--- config.mk ---
export PLATFORM = sky130hd
export DESIGN_NAME = relay_vnode
export DESIGN_NICKNAME = d
export VERILOG_FILES = /design/src/rtl/vn_pkg.sv /design/src/rtl/vn_rebuild.sv /design/src/rtl/vn_mem_bias.sv /design/src/rtl/vn_accum.sv /design/src/rtl/relay_vnode.sv
export SDC_FILE = /design/constraint.sdc
export NUM_CORES = 1
export LEC_CHECK = 0
export ABC_AREA = 1
export BUFFER_PORTS_ARGS = -buffer_cell sky130_fd_sc_hd__buf_2
export CAP_MARGIN = 25
export CORE_MARGIN = 2
export CORE_UTILIZATION = 40
export CTS_BUF_LIST = sky130_fd_sc_hd__clkbuf_2
export DETAILED_ROUTE_END_ITERATION = 8
export GPL_TIMING_DRIVEN = 0
export PLACE_DENSITY_LB_ADDON = 0.15
export SLEW_MARGIN = 5
export SYNTH_ARGS = -nofsm -noshare
export SYNTH_HDL_FRONTEND = slang
export SYNTH_SLANG_ARGS = --single-unit
export TNS_END_PERCENT = 20
--- constraint.sdc ---
create_clock -name clk -period 22.9 [get_ports clk]
set_clock_uncertainty 0.15 [all_clocks]
set_input_delay 2.29 -clock clk [delete_from_list [all_inputs] [get_ports clk]]
set_output_delay 2.29 -clock clk [all_outputs]
set_load 0.03 [all_outputs]
--- src/rtl/vn_pkg.sv ---
package vn_pkg;

   // Largest magnitude of a symmetric two's-complement range of width w.
   function automatic int sym_max(input int w);
      return (2 ** (w - 1)) - 1;
   endfunction

   // Bits needed to add n values without overflow growth.
   function automatic int grow_bits(input int n);
      return $clog2(n + 1) + 1;
   endfunction

endpackage

--- src/rtl/vn_rebuild.sv ---
// Rebuilds one check-to-variable message from a compressed check summary.
module vn_rebuild #(
   parameter int MAG_W = 5,
   parameter int SEL_W = 3
) (
   input  logic               parity,
   input  logic [SEL_W-1:0]   pick,
   input  logic [MAG_W-1:0]   lo1,
   input  logic [MAG_W-1:0]   lo2,
   input  logic [SEL_W-1:0]   slot,
   input  logic               prev_sign,
   output logic signed [MAG_W:0] c2v
);
   logic [MAG_W-1:0] mag;
   logic             flip;

   always_comb begin
      // this edge was the minimum: exclusive minimum is the runner-up
      mag  = (slot == pick) ? lo2 : lo1;
      flip = parity ^ prev_sign;
      c2v  = flip ? -$signed({1'b0, mag}) : $signed({1'b0, mag});
   end
endmodule

--- src/rtl/vn_mem_bias.sv ---
// Disordered-memory prior: prior + (strength * (belief - prior)) >>> m.
module vn_mem_bias #(
   parameter int LLR_W   = 8,
   parameter int STR_W   = 6,
   parameter int SHIFT_W = 3,
   parameter int SUM_W   = 10
) (
   input  logic signed [LLR_W-1:0] prior,
   input  logic signed [SUM_W-1:0] belief,
   input  logic signed [STR_W-1:0] strength,
   input  logic [SHIFT_W-1:0]      shift_m,
   input  logic                    pinned,
   output logic signed [SUM_W-1:0] eff
);
   localparam int DW = SUM_W + 1;
   localparam int PW = DW + STR_W;
   localparam int RW = PW + 1;
   localparam logic signed [RW-1:0] HI = RW'(vn_pkg::sym_max(SUM_W));
   localparam logic signed [RW-1:0] LO = -HI;

   logic signed [DW-1:0] diff;
   logic signed [PW-1:0] prod;
   logic signed [PW-1:0] shd;
   logic signed [RW-1:0] raw;
   logic signed [SUM_W-1:0] blended;

   always_comb begin
      diff = DW'(belief) - DW'(prior);
      prod = PW'(strength) * PW'(diff);
      shd  = prod >>> shift_m;
      raw  = RW'(prior) + RW'(shd);
      if (raw > HI)      blended = HI[SUM_W-1:0];
      else if (raw < LO) blended = LO[SUM_W-1:0];
      else               blended = raw[SUM_W-1:0];
      eff = pinned ? SUM_W'(prior) : blended;
   end
endmodule

--- src/rtl/vn_accum.sv ---
// Sum with saturation, then per-edge extrinsic output in sign-magnitude.
module vn_accum #(
   parameter int DEG   = 3,
   parameter int MAG_W = 5,
   parameter int SUM_W = 10
) (
   input  logic signed [SUM_W-1:0]   eff,
   input  logic [DEG*(MAG_W+1)-1:0]  c2v_flat,
   output logic signed [SUM_W-1:0]   total,
   output logic [DEG*(MAG_W+1)-1:0]  msg_flat,
   output logic                      neg
);
   localparam int CW = MAG_W + 1;
   localparam int AW = SUM_W + vn_pkg::grow_bits(DEG);
   localparam int XW = SUM_W + 2;
   localparam logic signed [AW-1:0] THI = AW'(vn_pkg::sym_max(SUM_W));
   localparam logic signed [AW-1:0] TLO = -THI;
   localparam logic signed [XW-1:0] MHI = XW'(vn_pkg::sym_max(CW));
   localparam logic signed [XW-1:0] MLO = -MHI;

   logic signed [AW-1:0] acc;

   always_comb begin
      acc = AW'(eff);
      for (int e = 0; e < DEG; e++) begin
         acc = acc + AW'($signed(c2v_flat[e*CW +: CW]));
      end
      if (acc > THI)      total = THI[SUM_W-1:0];
      else if (acc < TLO) total = TLO[SUM_W-1:0];
      else                total = acc[SUM_W-1:0];
      neg = total[SUM_W-1];
   end

   for (genvar e = 0; e < DEG; e++) begin : g_edge
      logic signed [XW-1:0] dif;
      logic signed [CW-1:0] o;
      logic [MAG_W-1:0]     mag;
      always_comb begin
         dif = XW'(total) - XW'($signed(c2v_flat[e*CW +: CW]));
         if (dif > MHI)      o = MHI[CW-1:0];
         else if (dif < MLO) o = MLO[CW-1:0];
         else                o = dif[CW-1:0];
         mag = o[CW-1] ? MAG_W'(-o) : o[MAG_W-1:0];
         msg_flat[e*CW +: CW] = {o[CW-1], mag};
      end
   end
endmodule

--- src/rtl/relay_vnode.sv ---
// Variable node of a fully parallel relay BP decoder.
module relay_vnode #(
   parameter int DEG     = 3,
   parameter int MAG_W   = 5,
   parameter int SEL_W   = 3,
   parameter int LLR_W   = 8,
   parameter int STR_W   = 6,
   parameter int SHIFT_W = 3,
   parameter int SUM_W   = 10,
   localparam int MSG_W  = MAG_W + 1
) (
   input  logic                   clk,
   input  logic                   rst_n,
   input  logic                   upd,
   input  logic [DEG-1:0]         chk_par,
   input  logic [DEG*SEL_W-1:0]   chk_pick,
   input  logic [DEG*MAG_W-1:0]   chk_lo1,
   input  logic [DEG*MAG_W-1:0]   chk_lo2,
   input  logic [DEG*SEL_W-1:0]   edge_slot,
   input  logic [LLR_W-1:0]       prior,
   input  logic [STR_W-1:0]       strength,
   input  logic [SHIFT_W-1:0]     shift_m,
   input  logic                   pinned,
   output logic [DEG*MSG_W-1:0]   v2c_msg,
   output logic [SUM_W-1:0]       belief,
   output logic                   hard_dec
);
   // elaboration-time parameter checks
   if (DEG < 1) begin : g_bad_deg
      $error("relay_vnode: DEG must be at least 1");
   end
   if (LLR_W > SUM_W) begin : g_bad_llr
      $error("relay_vnode: prior wider than belief");
   end
   if (MSG_W + 1 > SUM_W) begin : g_bad_msg
      $error("relay_vnode: belief must be wider than a message");
   end
   if (SUM_W + STR_W + 2 > 62) begin : g_bad_prod
      $error("relay_vnode: blend product too wide");
   end

   logic signed [SUM_W-1:0]   belief_q;
   logic [DEG*MSG_W-1:0]      v2c_q;
   logic                      hard_q;

   logic [DEG*MSG_W-1:0]      c2v_flat;
   logic signed [SUM_W-1:0]   eff;
   logic signed [SUM_W-1:0]   total;
   logic [DEG*MSG_W-1:0]      msg_next;
   logic                      neg;

   for (genvar e = 0; e < DEG; e++) begin : g_rb
      logic signed [MSG_W-1:0] c2v_e;
      vn_rebuild #(.MAG_W(MAG_W), .SEL_W(SEL_W)) u_rb (
         .parity    (chk_par[e]),
         .pick      (chk_pick[e*SEL_W +: SEL_W]),
         .lo1       (chk_lo1[e*MAG_W +: MAG_W]),
         .lo2       (chk_lo2[e*MAG_W +: MAG_W]),
         .slot      (edge_slot[e*SEL_W +: SEL_W]),
         .prev_sign (v2c_q[e*MSG_W + MSG_W - 1]),
         .c2v       (c2v_e)
      );
      assign c2v_flat[e*MSG_W +: MSG_W] = c2v_e;
   end

   vn_mem_bias #(
      .LLR_W(LLR_W), .STR_W(STR_W), .SHIFT_W(SHIFT_W), .SUM_W(SUM_W)
   ) u_bias (
      .prior    ($signed(prior)),
      .belief   (belief_q),
      .strength ($signed(strength)),
      .shift_m  (shift_m),
      .pinned   (pinned),
      .eff      (eff)
   );

   vn_accum #(.DEG(DEG), .MAG_W(MAG_W), .SUM_W(SUM_W)) u_acc (
      .eff      (eff),
      .c2v_flat (c2v_flat),
      .total    (total),
      .msg_flat (msg_next),
      .neg      (neg)
   );

   always_ff @(posedge clk) begin
      if (!rst_n) begin
         belief_q <= '0;
         v2c_q    <= '0;
         hard_q   <= 1'b0;
      end else if (upd) begin
         belief_q <= total;
         v2c_q    <= msg_next;
         hard_q   <= neg;
      end
   end

   assign belief   = belief_q;
   assign v2c_msg  = v2c_q;
   assign hard_dec = hard_q;
endmodule

==> impl_metrics.toml <==
[min_path]
holdPathStages = 2
hold_class = "reg2reg"

[routing]
dr.pass1.iters = 7
vias_per_cell = 5.00
drt_iter0_markers = 397
vias = 9851
drt-wirelength-per-cell_um = 13.6
ant_nets = 0
remaining_drc_errors = 0
wirelength_um = 26900

[yosys]
synthTopCellsByArea = "ha_1, nand2_1, fa_1"
syn_nets = 1807
ys_seq_area_frac = 0.0581
async_flop_share = 0
synth_top_area_share = 0.163
synth_edf_count = 0
yosys_most_used_dff = "dfxtp_1"
ys_seq_elements = 28
synthCells = 1550
synth_area_per_cell_um2 = 6.23
netlist_area_um2 = 9650
ys_warn_count = 0
synthDistinctLibCells = 46
synth_top_area_cell = "ha_1"

[setup_path]
worst-setup-path-type = "in2reg"
cp_slowest_cell = "fa_1"
cp-end-kind = "flop"
crit_top_cell = "nand2_1"
cp-start-kind = "input port"
arrival_ns = 16.59
cp_top_family = "adder cells"
critPathMaxFanout = 10
worstPathRequired_ns = 23.10
max_stage_delay_ns = 0.49
rr_worst_depth = 79
path_depth = 79
path_buf_inv = 6

[cells_and_area]
postLayoutCoreUtil = 0.449
area_growth_pct = 9.74
fin_nets = 1909
multi_input_area_um2 = 7960
drive_above_1_share = 0.103
fillers = 2581
antenna_cells = 0
regArea_um2 = 561

[cts]
cts_tree = "built"
ctsHoldBuffers = 0
cts_setup_buffers = 0
cts.sinks = 28
clock_latency_ns = 0.40
clk_path_buf_depth = 2
cts_buffers = 3
cts_resized = 0
cts-root-buf = "clkbuf_2"
path_clk_slew_ns = 0.30
h-tree-depth = 1

[global_route]
grt.overflow.total = 0
first_global_vias = 9434
antenna_found_initial = 0
grt_start_max_net_pins = 17
grt_pass1_wl_um = 44900
grt.total_usage = 0.211

[timing]
rsz0062_at_grt = "no"
drv_slew = 0
worst_slew_pin_slew_ns = 0.899
whs_ns = 0.332
fin_crit_ns = 16.39
relSlewSlack = 0.400
finalSetupViolations = 0
fmax_mhz = 61.0
fin_crit_sh = 0.716
tns_ns = 0
worst_slack_ns = 6.51
final_hold_viol_count = 0

[status]
outcome = "complete, no violations"

[placed_design]
post-place-ws_ns = 6.08
port_buffers = 96
dp_hpwl_um = 23400
globalplace.congestion = 0.931

[floorplan]
start_util = 0.409
core.rowCount = 56
top_level_ports = 101
die_h_um = 159
core_area_um2 = 23600
die_area_um2 = 25400
die_w_um = 159

[flow_run]
drv_cap = 0
-- cells by family after synthesis --
kind of cell,after synthesis,synth area share
multiplexers,12,0.0124
buffers and inverters,296,0.118
AO/OA/AOI/OAI,212,0.131
flip-flops,28,0.0581
AND/OR/NAND/NOR,754,0.336
adder cells (fa/ha/maj),185,0.286
XOR/XNOR,63,0.0587
-- metal layers --
metal | global-route usage | part of all wire
met2 | 0.402 | 0.51
met5 | 0 | 0
met1 | 0.268 | 0.45
met3 | 0.0120 | 0.035
met4 | 0.0264 | 0.011
-- cells in the final DEF, fill, tap and decap left out, types with 4 or more instances in the layout --
cell type | Yosys | final
dfxtp_1 | 28 | 28
clkbuf_1 | 12 | 12
nand2_1 | 413 | 413
a21oi_1 | 84 | 84
buf_2 | 2 | 98
nand3b_1 | 17 | 17
nand3_1 | 110 | 110
o21ai_0 | 65 | 63
o211ai_1 | 15 | 15
xnor2_1 | 28 | 28
nand3_2 | 4 | 4
o21bai_1 | 8 | 8
inv_1 | 264 | 264
o21ai_1 | 10 | 11
mux2i_1 | 12 | 12
xor2_1 | 33 | 33
nor2_1 | 137 | 137
or2_2 | 17 | 17
nand2_2 | 10 | 10
ha_1 | 126 | 126
a21oi_2 | 7 | 7
buf_4 | 5 | 5
nor3_1 | 17 | 17
fa_1 | 59 | 59
nand4_1 | 23 | 23
inv_2 | 6 | 6
-- path summary, 6_finish.rpt --
kind                                              start                       to  slack [ns]
worst max register to register   belief[0]$_SDFFE_PN0P_  v2c_msg[8]$_SDFFE_PN0P_        7.97
worst max-delay path                           prior[0]  v2c_msg[8]$_SDFFE_PN0P_        6.51
worst min-delay path            v2c_msg[2]$_SDFFE_PN0P_  v2c_msg[2]$_SDFFE_PN0P_        0.33
worst min register to register  v2c_msg[2]$_SDFFE_PN0P_  v2c_msg[2]$_SDFFE_PN0P_        0.33
-- worst reg2reg max path: cells and delay by family, from the launching register on --
kind,cells,cell delay (ns)
XOR/XNOR,4,0.98
buffers and inverters,6,0.59
AO/OA/AOI/OAI,23,3.81
AND/OR/NAND/NOR,32,3.74
flip-flops,1,0.47
adder cells (fa/ha/maj),14,5.13
-- flip-flops by register name (all words and copies together) (netlist names) --
register,flops
v2c_msg,18
belief,10
-- cell type report --
class | count | share of cell area
multi-input combinational | 1226 | 0.751
inverter | 273 | 0.0968
sequential | 28 | 0.0529
timing repair buffer | 97 | 0.0464
tap | 319 | 0.0377
buffer | 23 | 0.0109
clock inverter | 1 | 0.00284
clock buffer | 3 | 0.00142
-- synth_stat cells, types with 3 or more instances --
library cell    n
nand2_1       413
inv_1         264
nor2_1        137
ha_1          126
nand3_1       110
a21oi_1        84
o21ai_0        65
fa_1           59
xor2_1         33
dfxtp_1        28
xnor2_1        28
nand4_1        23
nand3b_1       17
nor3_1         17
or2_2          17
o211ai_1       15
clkbuf_1       12
mux2i_1        12
nand2_2        10
o21ai_1        10
o21bai_1        8
a21oi_2         7
inv_2           6
buf_4           5
nand3_2         4
a21o_1          3
buf_1           3
clkinv_1        3
o21a_1          3
-- per-stage QoR --
step,std cells,area [um2]
2_1_floorplan,1550,9650
4_1_cts,1970,10600
3_3_place_gp,1965,10500
6_report,1970,10600
5_1_grt,1970,10600
3_5_place_dp,1966,10500
Power is left out: the tool's default activity adds up to more than one toggle a clock period on the data nets, which glitch-free logic cannot reach.
